$ cat src/rtl/mbox_pkg.sv
// Package mbox_pkg: shared encodings and flag layout of the mailbox tracker.
// Assumes the flag vector layout below is also what software reads back.
package mbox_pkg;
    typedef enum logic [1:0] {
        CMD_OFF = 2'b00,
        CMD_TX  = 2'b01,
        CMD_RX  = 2'b10,
        CMD_RSV = 2'b11
    } cmd_e;

    typedef enum logic [1:0] {
        EV_TXDONE  = 2'd0,
        EV_RXDONE  = 2'd1,
        EV_ERROR   = 2'd2,
        EV_RELEASE = 2'd3
    } ev_e;

    localparam int FLAG_W    = 5;
    localparam int ERR_W     = 2;
    localparam int FL_TXOK   = 0;
    localparam int FL_RXOK   = 1;
    localparam int FL_DLCW   = 2;
    localparam int FL_ERR_LO = 3;
    localparam int FL_ERR_HI = FL_ERR_LO + ERR_W - 1;
endpackage

$ cat src/rtl/mbox_slot.sv
// Module mbox_slot: state of one mailbox (command, busy, pending disable,
// flags) and its service summary bit.
// Assumes at most one engine event per cycle and that events are only
// meaningful while the mailbox is busy.
module mbox_slot
    import mbox_pkg::*;
#(
    parameter int IDX_W = 4,
    parameter int IDX   = 0
) (
    input  logic              clk,
    input  logic              rst_n,
    input  logic              sw_reset,
    input  logic              cmd_we,
    input  logic [IDX_W-1:0]  cmd_sel,
    input  logic [1:0]        cmd_val,
    input  logic              flag_we,
    input  logic [IDX_W-1:0]  flag_sel,
    input  logic [FLAG_W-1:0] flag_wdata,
    input  logic              eng_valid,
    input  logic [IDX_W-1:0]  eng_sel,
    input  logic [1:0]        eng_kind,
    input  logic              eng_dlcw,
    input  logic [ERR_W-1:0]  eng_err,
    input  logic              en_tx,
    input  logic              en_rx,
    input  logic              en_err,
    output logic              busy_q,
    output logic              pend_q,
    output logic [1:0]        cmd_q,
    output logic [FLAG_W-1:0] flags_q,
    output logic              summary
);
    localparam logic [IDX_W-1:0] MY = IDX_W'(IDX);

    logic              cmd_hit, flag_hit, eng_hit, ok_evt;
    logic              busy_n, pend_n;
    logic [FLAG_W-1:0] flags_n;
    cmd_e              cmd_c;
    ev_e               kind_c;

    assign cmd_c    = cmd_e'(cmd_val);
    assign kind_c   = ev_e'(eng_kind);
    assign cmd_hit  = cmd_we && (cmd_sel == MY) && (cmd_c != CMD_RSV);
    assign flag_hit = flag_we && (flag_sel == MY);
    assign eng_hit  = eng_valid && (eng_sel == MY) && busy_q;
    assign ok_evt   = eng_hit && (kind_c == EV_TXDONE || kind_c == EV_RXDONE);

    // Next-state merge: software clear first, engine sets, then new command.
    always_comb begin
        flags_n = flag_hit ? (flags_q & flag_wdata) : flags_q;
        busy_n  = busy_q;
        pend_n  = pend_q;
        if (eng_hit) begin
            unique case (kind_c)
                EV_TXDONE: begin
                    flags_n[FL_TXOK] = 1'b1;
                    flags_n[FL_ERR_HI:FL_ERR_LO] = '0;
                    busy_n = 1'b0;
                    pend_n = 1'b0;
                end
                EV_RXDONE: begin
                    flags_n[FL_RXOK] = 1'b1;
                    if (eng_dlcw) flags_n[FL_DLCW] = 1'b1;
                    flags_n[FL_ERR_HI:FL_ERR_LO] = '0;
                    busy_n = 1'b0;
                    pend_n = 1'b0;
                end
                EV_ERROR: begin
                    flags_n[FL_ERR_HI:FL_ERR_LO] = flags_q[FL_ERR_HI:FL_ERR_LO] | eng_err;
                    if (flag_hit)
                        flags_n[FL_ERR_HI:FL_ERR_LO] =
                            (flags_q[FL_ERR_HI:FL_ERR_LO] & flag_wdata[FL_ERR_HI:FL_ERR_LO]) | eng_err;
                    if (pend_q) begin
                        busy_n = 1'b0;
                        pend_n = 1'b0;
                    end
                end
                default: begin
                    if (pend_q) begin
                        busy_n = 1'b0;
                        pend_n = 1'b0;
                    end
                end
            endcase
        end
        if (cmd_hit) begin
            if (cmd_c != CMD_OFF) begin
                busy_n = 1'b1;
                pend_n = 1'b0;
            end else if (busy_n) begin
                pend_n = 1'b1;
            end
        end
    end

    // State register: soft reset aborts the task but keeps flags and command.
    always_ff @(posedge clk) begin
        if (!rst_n) begin
            busy_q  <= 1'b0;
            pend_q  <= 1'b0;
            cmd_q   <= CMD_OFF;
            flags_q <= '0;
        end else if (sw_reset) begin
            busy_q <= 1'b0;
            pend_q <= 1'b0;
        end else begin
            busy_q  <= busy_n;
            pend_q  <= pend_n;
            flags_q <= flags_n;
            if (cmd_hit) cmd_q <= cmd_val;
        end
    end

    // Service summary gated by the three class enables.
    assign summary = (en_tx  & flags_q[FL_TXOK])
                   | (en_rx  & (flags_q[FL_RXOK] | flags_q[FL_DLCW]))
                   | (en_err & (|flags_q[FL_ERR_HI:FL_ERR_LO]));

    AST_START_BUSY: assert property (@(posedge clk) disable iff (!rst_n)
        (cmd_hit && cmd_c != CMD_OFF && !sw_reset) |=> (busy_q && !pend_q));
    AST_DONE_RELEASES: assert property (@(posedge clk) disable iff (!rst_n)
        (ok_evt && !cmd_hit && !sw_reset) |=> (!busy_q && !pend_q));
    AST_DONE_WIPES_ERR: assert property (@(posedge clk) disable iff (!rst_n)
        (ok_evt && !sw_reset) |=> (flags_q[FL_ERR_HI:FL_ERR_LO] == '0));
    AST_ERR_HOLDS_BUSY: assert property (@(posedge clk) disable iff (!rst_n)
        (eng_hit && kind_c == EV_ERROR && !pend_q && !sw_reset) |=> busy_q);
    AST_PEND_NEEDS_BUSY: assert property (@(posedge clk) disable iff (!rst_n)
        pend_q |-> busy_q);
    AST_CMD_STICKY: assert property (@(posedge clk) disable iff (!rst_n)
        (!cmd_hit || sw_reset) |=> $stable(cmd_q));
    AST_SWRST_IDLE: assert property (@(posedge clk) disable iff (!rst_n)
        sw_reset |=> (!busy_q && !pend_q && $stable(flags_q)));
endmodule

$ cat src/rtl/mbox_prio.sv
// Module mbox_prio: picks the lowest-numbered requesting mailbox.
// Assumes N < 2**IDX_W so that the all-ones code is free to mean "none".
module mbox_prio #(
    parameter int N     = 15,
    parameter int IDX_W = 4
) (
    input  logic             clk,
    input  logic             rst_n,
    input  logic [N-1:0]     req,
    output logic [IDX_W-1:0] hp,
    output logic             any
);
    localparam logic [IDX_W-1:0] NONE = '1;

    // Scan from the top down so the lowest index is written last.
    always_comb begin
        hp = NONE;
        for (int i = N - 1; i >= 0; i--) begin
            if (req[i]) hp = IDX_W'(i);
        end
    end

    assign any = |req;

    AST_HP_IS_REQ: assert property (@(posedge clk) disable iff (!rst_n)
        (hp != NONE) |-> req[hp]);
    AST_HP_NONE_IDLE: assert property (@(posedge clk) disable iff (!rst_n)
        (hp == NONE) |-> !any);
endmodule

$ cat src/rtl/mbox_gen_flags.sv
// Module mbox_gen_flags: general flags set by engine pulses, cleared by
// writing ones. Assumes a set and a clear of one bit in a cycle favour set.
module mbox_gen_flags #(
    parameter int GEN_W = 2
) (
    input  logic             clk,
    input  logic             rst_n,
    input  logic             sw_reset,
    input  logic [GEN_W-1:0] gen_set,
    input  logic             gen_clr_we,
    input  logic [GEN_W-1:0] gen_clr_mask,
    output logic [GEN_W-1:0] flags_q
);
    logic [GEN_W-1:0] clr_v;

    assign clr_v = gen_clr_we ? gen_clr_mask : '0;

    // Write-one-to-clear register with set priority.
    always_ff @(posedge clk) begin
        if (!rst_n || sw_reset) flags_q <= '0;
        else                    flags_q <= (flags_q & ~clr_v) | gen_set;
    end

    AST_GEN_SET_WINS: assert property (@(posedge clk) disable iff (!rst_n)
        (!sw_reset) |=> ((flags_q & $past(gen_set)) == $past(gen_set)));
    AST_GEN_SWRST: assert property (@(posedge clk) disable iff (!rst_n)
        sw_reset |=> (flags_q == '0));
endmodule

$ cat src/rtl/mbox_tracker.sv
// Module mbox_tracker: bank of mailbox slots, priority selection, general
// flags and the combined poll/interrupt output.
// Assumes one command, one flag write and one engine event per cycle at most.
module mbox_tracker
    import mbox_pkg::*;
#(
    parameter int NUM_MB = 15,
    parameter int GEN_W  = 2,
    parameter int IDX_W  = $clog2(NUM_MB + 1)
) (
    input  logic              clk,
    input  logic              rst_n,
    input  logic              sw_reset,
    input  logic              cmd_we,
    input  logic [IDX_W-1:0]  cmd_sel,
    input  logic [1:0]        cmd_val,
    input  logic              flag_we,
    input  logic [IDX_W-1:0]  flag_sel,
    input  logic [FLAG_W-1:0] flag_wdata,
    input  logic              eng_valid,
    input  logic [IDX_W-1:0]  eng_sel,
    input  logic [1:0]        eng_kind,
    input  logic              eng_dlcw,
    input  logic [ERR_W-1:0]  eng_err,
    input  logic [GEN_W-1:0]  gen_set,
    input  logic              gen_clr_we,
    input  logic [GEN_W-1:0]  gen_clr_mask,
    input  logic              en_tx,
    input  logic              en_rx,
    input  logic              en_err,
    input  logic              irq_en,
    input  logic [NUM_MB-1:0] mb_ie,
    input  logic [IDX_W-1:0]  rd_sel,
    output logic [1:0]        rd_cmd,
    output logic [FLAG_W-1:0] rd_flags,
    output logic [NUM_MB-1:0] mb_busy,
    output logic [NUM_MB-1:0] mb_pend,
    output logic [NUM_MB-1:0] mb_summary,
    output logic [IDX_W-1:0]  hp_idx,
    output logic [GEN_W-1:0]  gen_flags,
    output logic              poll_flag,
    output logic              irq
);
    logic [1:0]        cmd_arr  [NUM_MB];
    logic [FLAG_W-1:0] flag_arr [NUM_MB];
    logic [NUM_MB-1:0] req;
    logic              any_req;

    for (genvar g = 0; g < NUM_MB; g++) begin : g_slot
        mbox_slot #(.IDX_W(IDX_W), .IDX(g)) u_slot (
            .clk        (clk),
            .rst_n      (rst_n),
            .sw_reset   (sw_reset),
            .cmd_we     (cmd_we),
            .cmd_sel    (cmd_sel),
            .cmd_val    (cmd_val),
            .flag_we    (flag_we),
            .flag_sel   (flag_sel),
            .flag_wdata (flag_wdata),
            .eng_valid  (eng_valid),
            .eng_sel    (eng_sel),
            .eng_kind   (eng_kind),
            .eng_dlcw   (eng_dlcw),
            .eng_err    (eng_err),
            .en_tx      (en_tx),
            .en_rx      (en_rx),
            .en_err     (en_err),
            .busy_q     (mb_busy[g]),
            .pend_q     (mb_pend[g]),
            .cmd_q      (cmd_arr[g]),
            .flags_q    (flag_arr[g]),
            .summary    (mb_summary[g])
        );
    end

    assign req = mb_summary & mb_ie;

    mbox_prio #(.N(NUM_MB), .IDX_W(IDX_W)) u_prio (
        .clk   (clk),
        .rst_n (rst_n),
        .req   (req),
        .hp    (hp_idx),
        .any   (any_req)
    );

    mbox_gen_flags #(.GEN_W(GEN_W)) u_gen (
        .clk          (clk),
        .rst_n        (rst_n),
        .sw_reset     (sw_reset),
        .gen_set      (gen_set),
        .gen_clr_we   (gen_clr_we),
        .gen_clr_mask (gen_clr_mask),
        .flags_q      (gen_flags)
    );

    // Readback mux for the selected mailbox; out-of-range reads zero.
    always_comb begin
        rd_cmd   = '0;
        rd_flags = '0;
        for (int i = 0; i < NUM_MB; i++) begin
            if (rd_sel == IDX_W'(i)) begin
                rd_cmd   = cmd_arr[i];
                rd_flags = flag_arr[i];
            end
        end
    end

    assign poll_flag = any_req | (|gen_flags);
    assign irq       = poll_flag & irq_en;

    AST_IRQ_NEEDS_EN: assert property (@(posedge clk) disable iff (!rst_n)
        irq |-> (irq_en && poll_flag));
endmodule

$ cat config.mk
export PLATFORM = sky130hd
export DESIGN_NAME = mbox_tracker
export DESIGN_NICKNAME = d
export VERILOG_FILES = /design/src/rtl/mbox_pkg.sv /design/src/rtl/mbox_slot.sv /design/src/rtl/mbox_prio.sv /design/src/rtl/mbox_gen_flags.sv /design/src/rtl/mbox_tracker.sv
export SDC_FILE = /design/constraint.sdc
export NUM_CORES = 1
export LEC_CHECK = 0
export ABC_AREA = 1
export ABC_CLOCK_PERIOD_IN_PS = 2700
export BUFFER_PORTS_ARGS = -buffer_cell sky130_fd_sc_hd__clkbuf_2
export CORE_AREA = 2 2 130 157
export CTS_CLUSTER_DIAMETER = 100
export CTS_CLUSTER_SIZE = 20
export DETAILED_ROUTE_END_ITERATION = 6
export DIE_AREA = 0 0 132 159
export PLACE_DENSITY = 0.66
export SLEW_MARGIN = 5
export SYNTH_ARGS = -nofsm -noshare
export SYNTH_HDL_FRONTEND = slang
export SYNTH_SLANG_ARGS = --single-unit
$ cat constraint.sdc
create_clock -name clk -period 2.7 [get_ports clk]
set_clock_uncertainty 0.05 [all_clocks]
set_input_delay 0.135 -clock clk [delete_from_list [all_inputs] [get_ports clk]]
set_output_delay 0.135 -clock clk [all_outputs]
set_load 0.005 [all_outputs]
==> summary.txt <==
Floorplanning
  • Placement row count: 56
  • Die area: 21000 um^2
  • I/O Pins: 118
  • Initial Utilization: 0.394
  • Die width: 132 um
  • Core Region: roughly 19000 um^2
  • Die height: 159 um

Timing
  • Fmax: 422 MHz
  • Relative slew slack: 0.449
  • Max-slew violation count: 0
  • Slew @ Worst Pin: 0.824 ns
  • # setup viols final: 0
  • RSZ-0062 raised after global routing: false
  • Final min period: 2.37 ns
  • Final Cycle Share: 0.879
  • Hold Vio Cnt, Final: 0
  • Fin Setup TNS: 0 ns

Yosys
  • FF+latch count, synth: 137
  • Syn nets: 1266
  • Synth cell types: 29
  • Seq/Total Area, Yosys: 0.359
  • Syn. warnings: 0
  • Syn Area/Cell: 6.33 um^2
  • Post-Syn Instances: roughly 1200
  • Synth Cell Area: 7640 um^2

Detailed routing
  • DRT Pass-1 Iters: 7
  • DR vias/cell: 5.43
  • Via count: 8373
  • WL/cell: 16.3 um
  • Post-route ant nets: 0
  • Drt drc: 0
  • Post-Route WL: between 20000 and 30000 um
  • Starting DRT DRC Count: ~900

Global routing
  • Largest net degree at the start of global routing: 86
  • First-pass GRT wire length: 40300 um
  • Global route total overflow: 0
  • Initial antenna violation count: 0
  • GR Util All Layers: 0.240
  • Via count of the first global-routing pass: 7760

Critical path
  • CP most frequent cell: nand2_1
  • CP arrival: 2.19 ns
  • Top delay family on crit path: simple AND/OR/NAND/NOR gates
  • Crit end category: output port
  • Required @ worst endpoint: 2.52 ns
  • Crit-path max FO: 4
  • Worst-path cell chain: o21ai_0, nand3_1, nand2_1, inv_1, nand2_1, nand2_1, nand2_1, nand2_1, nand2_1, nand2_1, nand2_1, nand2_1, nand2_1, nand2_1, nand2_1, nand2_1, a21oi_1, clkbuf_2
  • CP max stage cell: dfxtp_1
  • Max stage delay on crit path: 0.33 ns
  • Crit Path Category: reg2out
  • Bufs and invs on worst path: 2
  • Startpoint Class: flop

Clock tree
  • CTS tree: yes
  • Clk Latency, worst-skew pair: 0.42 ns
  • Resized cells post-CTS: 0
  • CTS Buf Count: 17
  • Max clock buf depth: 2
  • Max H-tree Level: 4
  • Post-CTS Setup Inserts: 0
  • CTS Sinks: roughly 140
  • Clk pin slew, worst setup/hold paths: 0.06 ns
  • Hold buffers post-CTS: 4
  • Root Buffer: clkbuf_16

Pwr
  • Max VDD drop: between 0.0004 and 0.0005 V
  • Flop pwr share: 0.439
  • NetSw: 1.16 mW
  • Sw frac: 0.251
  • Power Internal: 3.47 mW
  • Overall power: 4.63 mW
  • Pleak: 3.44 nW
  • Combinational share of power: 0.072
  • Clock share of power: 0.489
  • Pwr Density: 531 nW/um^2

Placed design
  • Routability Congestion: ~0.85
  • Detailed Place HPWL: about 18000 um
  • Port Buf Inserts: 117

Hold path
  • HP Class: in2reg

Final layout
  • Fraction of layout cells with a size suffix above 1: 0.138
  • Final nets: 1325
  • Area Overhead vs Synth: 14.2%
  • Inserted Diodes: 0

Job
  • Number of max-cap violations: 0

Outcome
  • Status: complete, no violations
==> stage by stage <==
step / worst slack, ns / area, um^2 / utilization / hold slack (ns) / std cells
after detailed placement: 0.644 / 8110 / 0.418 / 0.301 / 1505
after global placement: 0.694 / 8110 / 0.418 / 0.297 / 1505
final: 0.328 / 8730 / 0.450 / 0.0885 / 1541
after global routing: 0.0214 / 8730 / 0.450 / 0.104 / 1541
after floorplan: 1.23 / 7640 / - / 0.202 / 1208
after CTS: 0.331 / 8730 / 0.450 / 0.0731 / 1541
==> flip-flops by register name, indices dropped and copies added, names as in the netlist <==
signal and count:
g_slot.u_slot.flags_q 75, g_slot.u_slot.cmd_q 30, g_slot.u_slot.busy_q 15, g_slot.u_slot.pend_q 15, u_gen.flags_q 2
==> Yosys cell counts <==
master	count	area share
nand2_2	1	0.00082
buf_4	45	0.044
nand3_1	58	0.038
nor3_1	19	0.012
a31oi_1	1	0.00082
nor4_1	2	0.0016
and3_1	1	0.00082
dfxtp_1	137	0.36
o21a_1	1	0.00098
inv_1	104	0.051
o21ai_1	5	0.0033
or2_2	3	0.0025
mux2i_1	4	0.0052
and2_1	2	0.0016
buf_2	5	0.0033
a211oi_1	9	0.0088
inv_2	7	0.0034
o211ai_1	1	0.00098
nor2_1	105	0.052
a21oi_1	135	0.088
clkbuf_1	38	0.019
nor2_4	3	0.0044
o22ai_1	1	0.00082
nand4_1	20	0.016
o21ai_0	182	0.12
nor3_2	2	0.0026
nor2_2	4	0.0033
nor3b_1	4	0.0039
nand2_1	309	0.15
==> per-layer routing <==
layer	vias to the layer above	wire (um)	share of wire	track usage
met5	-	0	0	0
met4	0	817	0.032	0.105
met3	61	2150	0.085	0.0541
met2	433	11300	0.45	0.379
met1	3808	10900	0.43	0.313
li1	4071	-	-	-
==> final cells by class <==
class	count	area, um^2
inverter	111	417
multi-input combinational	872	3980
timing repair buffer	128	691
clock buffer	21	480
fill	2094	10700
clock inverter	11	96.3
sequential	137	2740
tap	261	327
==> worst reg2reg max path: cells and delay by family (launching register included) <==
| family | cells | cell delay [ns] |
|---|---|---|
| AND/OR/NAND/NOR | 1 | 0.04 |
| AO/OA/AOI/OAI | 1 | 0.13 |
| buffers and inverters | 1 | 0.56 |
| flip-flops | 1 | 0.32 |
==> cell usage in the layout (no fill, tap or decap), types with 4 or more instances in the layout <==
cell and count:
nand2_1 309, o21ai_0 182, dfxtp_1 137, a21oi_1 135
clkbuf_2 117, nor2_1 105, inv_1 103, nand3_1 58
nand4_1 20, nor3_1 19, clkbuf_16 17, a211oi_1 9
inv_2 8, buf_4 6, o21ai_1 5, clkinvlp_4 5
nor2_2 4, nor3b_1 4, mux2i_1 4, clkinv_2 4
clkbuf_8 4, dlygate4sd3_1 4
==> cell families after synthesis <==
group                  count (synthesis)  synth area share
AND/OR/NAND/NOR                      533             0.292
multiplexers                           4           0.00524
AO/OA/AOI/OAI                        335             0.223
buffers and inverters                199             0.121
flip-flops                           137             0.359
==> power groups by stage <==
stage               registers [mW]  clock network [mW]  logic [mW]
global route                  2.03                2.40       0.363
finish                        2.03                2.27       0.333
global placement              2.08                   0       0.317
CTS                           2.03                2.29       0.326
detailed placement            2.08                   0       0.318
floorplan                     2.08                   0       0.181
==> path summary, 6_finish.rpt <==
| path | from | end | cells past startpoint | slack (ns) |
|---|---|---|---|---|
| worst min-delay path | cmd_val[0] | g_slot[10].u_slot.cmd_q[0]$_SDFFE_PN0P_ | 3 | 0.09 |
| worst max-delay path | g_slot[14].u_slot.flags_q[3]$_SDFFE_PN0N_ | hp_idx[0] | 18 | 0.33 |
| worst max register to register | u_gen.flags_q[1]$_SDFF_PP0_ | u_gen.flags_q[1]$_SDFF_PP0_ | 3 | 1.48 |
| worst min register to register | g_slot[11].u_slot.cmd_q[1]$_SDFFE_PN0P_ | g_slot[11].u_slot.cmd_q[1]$_SDFFE_PN0P_ | 2 | 0.41 |
(Power assumes the default switching activity.)
